==> src/rtl/tlb_pkg.sv <==
package tlb_pkg;
  typedef enum logic [1:0] {
    ACC_RD  = 2'b00,
    ACC_WR  = 2'b01,
    ACC_EX  = 2'b10,
    ACC_RSV = 2'b11
  } acc_e;

  typedef struct packed {
    logic d;
    logic r;
    logic w;
    logic x;
  } perm_t;
endpackage

==> src/rtl/tlb_entry_array.sv <==
module tlb_entry_array
  import tlb_pkg::*;
#(
  parameter int IDX_W = 4,
  parameter int TAG_W = 4,
  parameter int PPN_W = 6
) (
  input  logic             clk,
  input  logic             rst_n,
  input  logic [IDX_W-1:0] rd_idx,
  output logic             rd_valid,
  output logic [TAG_W-1:0] rd_tag,
  output logic [PPN_W-1:0] rd_ppn,
  output perm_t            rd_perm,
  input  logic             flush,
  input  logic             fill_en,
  input  logic [IDX_W-1:0] fill_idx,
  input  logic [TAG_W-1:0] fill_tag,
  input  logic [PPN_W-1:0] fill_ppn,
  input  perm_t            fill_perm,
  input  logic             dirty_set,
  input  logic [IDX_W-1:0] dirty_idx
);
  localparam int ENTRIES = 1 << IDX_W;
  localparam int ENT_W   = TAG_W + PPN_W + $bits(perm_t);

  logic [ENTRIES-1:0]            valid_q;
  logic [ENTRIES-1:0]            valid_d;
  logic [ENTRIES-1:0][ENT_W-1:0] ent_flat;

  for (genvar e = 0; e < ENTRIES; e++) begin : g_ent
    logic [ENT_W-1:0] ent_q;
    logic [ENT_W-1:0] ent_d;
    logic             ent_en;
    logic             sel_fill;
    logic             sel_dirty;

    assign sel_fill  = fill_en && (fill_idx == IDX_W'(e));
    assign sel_dirty = dirty_set && (dirty_idx == IDX_W'(e));

    always_comb begin
      valid_d[e] = valid_q[e];
      if (flush)    valid_d[e] = 1'b0;
      if (sel_fill) valid_d[e] = 1'b1;
    end

    always_comb begin
      ent_en = sel_fill || sel_dirty;
      ent_d  = ent_q;
      if (sel_fill) begin
        ent_d = {fill_tag, fill_ppn, fill_perm};
      end else if (sel_dirty) begin
        ent_d[3] = 1'b1;
      end
    end

    always_ff @(posedge clk) begin
      if (ent_en) ent_q <= ent_d;
    end

    assign ent_flat[e] = ent_q;
  end

  always_ff @(posedge clk or negedge rst_n) begin
    if (!rst_n) valid_q <= '0;
    else        valid_q <= valid_d;
  end

  assign rd_valid = valid_q[rd_idx];
  assign {rd_tag, rd_ppn, rd_perm} = ent_flat[rd_idx];
endmodule

==> src/rtl/tlb_lookup.sv <==
module tlb_lookup
  import tlb_pkg::*;
#(
  parameter int TAG_W = 4,
  parameter int PPN_W = 6,
  parameter int OFF_W = 8
) (
  input  logic                   ent_valid,
  input  logic [TAG_W-1:0]       ent_tag,
  input  logic [PPN_W-1:0]       ent_ppn,
  input  perm_t                  ent_perm,
  input  logic [TAG_W-1:0]       req_tag,
  input  logic [OFF_W-1:0]       req_off,
  input  acc_e                   req_acc,
  output logic                   hit,
  output logic                   fault,
  output logic                   mark_dirty,
  output logic                   dirty,
  output logic [PPN_W+OFF_W-1:0] paddr
);
  logic allowed;

  always_comb begin
    unique case (req_acc)
      ACC_RD:  allowed = ent_perm.r;
      ACC_WR:  allowed = ent_perm.w;
      ACC_EX:  allowed = ent_perm.x;
      default: allowed = 1'b0;
    endcase
  end

  assign hit        = ent_valid && (ent_tag == req_tag);
  assign fault      = hit && !allowed;
  assign mark_dirty = hit && (req_acc == ACC_WR) && ent_perm.w;
  assign dirty      = hit && ent_perm.d;
  assign paddr      = hit ? {ent_ppn, req_off} : '0;
endmodule

==> src/rtl/tlb_dm.sv <==
module tlb_dm
  import tlb_pkg::*;
#(
  parameter int VA_W  = 16,
  parameter int PA_W  = 14,
  parameter int OFF_W = 8,
  parameter int IDX_W = 4
) (
  input  logic                  clk,
  input  logic                  rst_n,
  input  logic                  lk_valid,
  input  logic [VA_W-1:0]       lk_vaddr,
  input  logic [1:0]            lk_acc,
  input  logic                  fill_en,
  input  logic [VA_W-1:0]       fill_vaddr,
  input  logic [PA_W-OFF_W-1:0] fill_ppn,
  input  logic                  fill_dirty,
  input  logic                  fill_rd,
  input  logic                  fill_wr,
  input  logic                  fill_ex,
  input  logic                  flush,
  output logic                  rsp_valid,
  output logic                  rsp_hit,
  output logic                  rsp_miss,
  output logic                  rsp_fault,
  output logic                  rsp_dirty,
  output logic [PA_W-1:0]       rsp_paddr
);
  localparam int VPN_W = VA_W - OFF_W;
  localparam int TAG_W = VPN_W - IDX_W;
  localparam int PPN_W = PA_W - OFF_W;

  logic [IDX_W-1:0] lk_idx;
  logic [TAG_W-1:0] lk_tag;
  logic [OFF_W-1:0] lk_off;
  logic             ent_valid;
  logic [TAG_W-1:0] ent_tag;
  logic [PPN_W-1:0] ent_ppn;
  perm_t            ent_perm;
  perm_t            fill_perm;
  logic             lu_hit;
  logic             lu_fault;
  logic             lu_mark;
  logic             lu_dirty;
  logic [PA_W-1:0]  lu_paddr;

  logic             valid_d, hit_d, miss_d, fault_d, dirty_d;
  logic [PA_W-1:0]  paddr_d;

  assign {lk_tag, lk_idx, lk_off} = lk_vaddr;
  assign fill_perm = '{d: fill_dirty, r: fill_rd, w: fill_wr, x: fill_ex};

  tlb_entry_array #(.IDX_W(IDX_W), .TAG_W(TAG_W), .PPN_W(PPN_W)) u_array (
    .clk       (clk),
    .rst_n     (rst_n),
    .rd_idx    (lk_idx),
    .rd_valid  (ent_valid),
    .rd_tag    (ent_tag),
    .rd_ppn    (ent_ppn),
    .rd_perm   (ent_perm),
    .flush     (flush),
    .fill_en   (fill_en),
    .fill_idx  (fill_vaddr[OFF_W +: IDX_W]),
    .fill_tag  (fill_vaddr[VA_W-1 -: TAG_W]),
    .fill_ppn  (fill_ppn),
    .fill_perm (fill_perm),
    .dirty_set (lk_valid && lu_mark),
    .dirty_idx (lk_idx)
  );

  tlb_lookup #(.TAG_W(TAG_W), .PPN_W(PPN_W), .OFF_W(OFF_W)) u_lookup (
    .ent_valid  (ent_valid),
    .ent_tag    (ent_tag),
    .ent_ppn    (ent_ppn),
    .ent_perm   (ent_perm),
    .req_tag    (lk_tag),
    .req_off    (lk_off),
    .req_acc    (acc_e'(lk_acc)),
    .hit        (lu_hit),
    .fault      (lu_fault),
    .mark_dirty (lu_mark),
    .dirty      (lu_dirty),
    .paddr      (lu_paddr)
  );

  always_comb begin
    valid_d = lk_valid;
    hit_d   = lk_valid && lu_hit;
    miss_d  = lk_valid && !lu_hit;
    fault_d = lk_valid && lu_fault;
    dirty_d = lk_valid && lu_dirty;
    paddr_d = lk_valid ? lu_paddr : '0;
  end

  always_ff @(posedge clk or negedge rst_n) begin
    if (!rst_n) begin
      rsp_valid <= 1'b0;
      rsp_hit   <= 1'b0;
      rsp_miss  <= 1'b0;
      rsp_fault <= 1'b0;
      rsp_dirty <= 1'b0;
      rsp_paddr <= '0;
    end else begin
      rsp_valid <= valid_d;
      rsp_hit   <= hit_d;
      rsp_miss  <= miss_d;
      rsp_fault <= fault_d;
      rsp_dirty <= dirty_d;
      rsp_paddr <= paddr_d;
    end
  end
endmodule

==> config.mk <==
export PLATFORM = sky130hd
export DESIGN_NAME = tlb_dm
export DESIGN_NICKNAME = d
export VERILOG_FILES = /design/src/rtl/tlb_pkg.sv /design/src/rtl/tlb_entry_array.sv /design/src/rtl/tlb_lookup.sv /design/src/rtl/tlb_dm.sv
export SDC_FILE = /design/constraint.sdc
export NUM_CORES = 1
export LEC_CHECK = 0
export ABC_CLOCK_PERIOD_IN_PS = 5200
export BUFFER_PORTS_ARGS = -buffer_cell sky130_fd_sc_hd__clkbuf_2
export CAP_MARGIN = 20
export CORE_ASPECT_RATIO = 0.5
export CORE_MARGIN = 8
export CORE_UTILIZATION = 40
export CTS_CLUSTER_SIZE = 40
export DETAILED_ROUTE_END_ITERATION = 12
export PLACE_DENSITY = 0.57
export SLEW_MARGIN = 10
export SYNTH_ARGS = -nofsm -noshare
export SYNTH_HDL_FRONTEND = slang
export SYNTH_SLANG_ARGS = --single-unit
==> constraint.sdc <==
create_clock -name clk -period 5.2 [get_ports clk]
set_clock_uncertainty 0.2 [all_clocks]
set_input_delay 0.52 -clock clk [delete_from_list [all_inputs] [get_ports clk]]
set_output_delay 0.52 -clock clk [all_outputs]
set_load 0.02 [all_outputs]
==> metrics.txt <==
outcome complete, no violations; Total GRT Usage 15.03%; initial antenna violation count 1; pwr/cell area 356.2 nW/µm²; Seq cells post-synth 259; most frequent cells in the layout 224 x edfxtp_1, 58 x clkbuf_2, 53 x mux4_2; final setup fails 0; Min-Delay Path Class in2reg; RSZ-0062 raised after global routing no; area leader, netlist edfxtp_1; leakage power 4.361 nW; fin cells 982; Crit Path Max Fanout 55; Routed WL per cell ~24 µm; post-synthesis net count roughly 600; crit start category primary input; Placement Setup Slack approximately 1.2 ns; Synth async-reset ratio between 10% and 20%; hold path depth 3; buffer depth of the longest clock path 3; final wirelength 24030 µm; Cell variety after synth 53; critical path data arrival time 3.48 ns; fill cell count 2212; most common cell after layout, fill and taps aside edfxtp_1; TritonCTS buffer count 25; period utilization 67.00%; Seq/Total Area, Yosys 72.06%; Diodes inserted 0; Cell Rows 42; post-route ant nets 0; worst-margin pin slew 1.069 ns; core box area 26170 µm²; VDD IR max 186.6 µV; Pre-Repair DR Iteration Count 5; sequential cell area 7602 µm²; first-pass GRT wire length between 30000 and 40000 µm; CTS root buffer clkbuf_16; Post-Synthesis Cells 535; layout cell share with drive strength beyond 1 a little under a third; vias in the first global route 5415; Die Wd 245.7 µm; Detailed Place HPWL 13950 µm; Clock Latency Late Sink 0.51 ns; final net count roughly 660; Iter 0 DRT Violations 591; WS Path Type in2reg; die height approximately 130 µm; area grow syn2layout 14.16%; CTS tree yes; number of synthesis warnings 0; fmax approximately 0.29 GHz; # clock sinks ~260; Initial Utilization between 40 and 50%; routability cong. 0.8383; worst-case reg-to-reg path depth 6; CP required between 5 and 6 ns; total of max-cap violations 0; Post-synth top flop edfxtp_1; die area 32140 µm²; routed vias/inst roughly 5.4; largest net degree at the start of global routing 56; H-Tree Depth 1; I/O pins 68; Hold Fails Final Rpt 0; area of the multi-input gates 2709 µm²; GR Overflow Total 0; TNS Setup 0 ns; post-synth top area share a little under two thirds; fin. max-slew vios 0; CTS resizes 0; synthesized area 10550 µm²; Post-Syn Area per Cell ~20 µm²; worst setup slack after layout 1.716 ns; Period minus WS final 3.484 ns; PortBufs 59; Clock transition at path regs 0.06 ns; Post-synth EDFFs 224; DR vias approximately 5300; Relative slew margins roughly 29%; Crit. End Element register; Inst Count DP 934; top cells by area, synth edfxtp_1 64%, mux4_2 11%, dfrtp_1 8.3%, mux2i_1 2.0%, mux4_1 2.0%; drt drc 0
## cells in the mapped netlist (all sizes together), types with 4 or more instances
| cell type | instances |
|---|---|
| a21o | 18 |
| a22oi | 8 |
| a31o | 4 |
| buf | 13 |
| clkbuf | 11 |
| dfrtp | 35 |
| edfxtp | 224 |
| inv | 18 |
| mux2i | 21 |
| mux4 | 61 |
| nand2 | 10 |
| nand2b | 5 |
| nand3 | 5 |
| nor2 | 16 |
| nor2b | 4 |
| nor3 | 9 |
| nor3b | 8 |
| o21ai | 6 |
| o22ai | 4 |
| o31ai | 4 |
| or2 | 5 |
| or3 | 13 |
## per-layer routing
layer  share of wire, %  global-route usage [%]  vias up
li1                   -                       -     2328
met1                 43                   19.90     2810
met2                 49                   25.57      145
met3                5.4                   2.618       48
met4                2.5                   4.230        2
met5              0.033                       0        -
## sequential cells by signal (all words and copies together), names as in the netlist
signal               flops
rsp_valid                1
rsp_miss                 1
u_array.valid_q         16
rsp_paddr               14
u_array.g_ent.ent_q    224
rsp_fault                1
rsp_dirty                1
rsp_hit                  1
## layout make-up
| cell class | instances | share of cell area, % |
|---|---|---|
| clock inverter | 16 | 1.143 |
| inverter | 19 | 0.5921 |
| timing repair buffer | 75 | 3.678 |
| tap | 352 | 3.657 |
| clock buffer | 29 | 5.319 |
| multi-input combinational | 232 | 22.49 |
| sequential | 259 | 63.12 |
## where the power goes
| group | internal [mW] | switching [mW] | total [mW] | leakage [nW] |
|---|---|---|---|---|
| clock network | 0.983 | 0.749 | 1.73 | 0.371 |
| logic | 0.103 | 0.147 | 0.250 | 1.44 |
| registers | 2.30 | 0.00958 | 2.31 | 2.55 |
| total | 3.39 | 0.905 | 4.29 | 4.36 |
## timing repair
action / 4_1_cts / 5_1_grt
endpoints found under the hold margin: 1 / 14
hold buffers: 1 / 1
setup buffers: 0 / 0
## per-stage QoR
stage	area (µm²)	utilization, %	power (mW)	hold slack, ns
floorplan	10550	-	2.509	0.02441
global placement	11220	42.87	2.597	0.2543
detailed placement	11220	42.87	2.603	0.2613
CTS	12010	45.88	4.331	0.004135
global route	12040	46.02	4.428	0.01176
finish	12040	46.02	4.291	0.02124
## worst max-delay path: stages
cell and delay (ns):
buf_4 0.75, mux4_2 0.62, mux2i_1 0.22, xnor2_1 0.14
a2111oi_0 0.53, o2111ai_1 0.37, o21ai_0 0.30
## logic make-up (layout without fill, tap and decap cells)
logic type,after synthesis,in the layout,share of synthesized area (%)
mux,83,83,15.41
buf+inv,44,139,2.478
compound gates,59,59,4.519
flops,259,259,72.06
simple gates,87,87,5.111
xor+xnor,3,3,0.4270
## final timing paths
path / from / end / slack, ns
setup reg to reg: u_array.g_ent[3].ent_q[11] / u_array.g_ent[2].ent_q[3] / 2.29
hold / removal: lk_vaddr[0] / rsp_paddr[0] / 0.02
min in group asynchronous: rst_n / u_array.valid_q[12] / 0.31
hold reg to reg: u_array.valid_q[8] / u_array.valid_q[8] / 0.28
max in group asynchronous: rst_n / rsp_paddr[4] / 3.98
setup / recovery: lk_vaddr[8] / u_array.g_ent[2].ent_q[3] / 1.72
(Power assumes the default switching activity.)
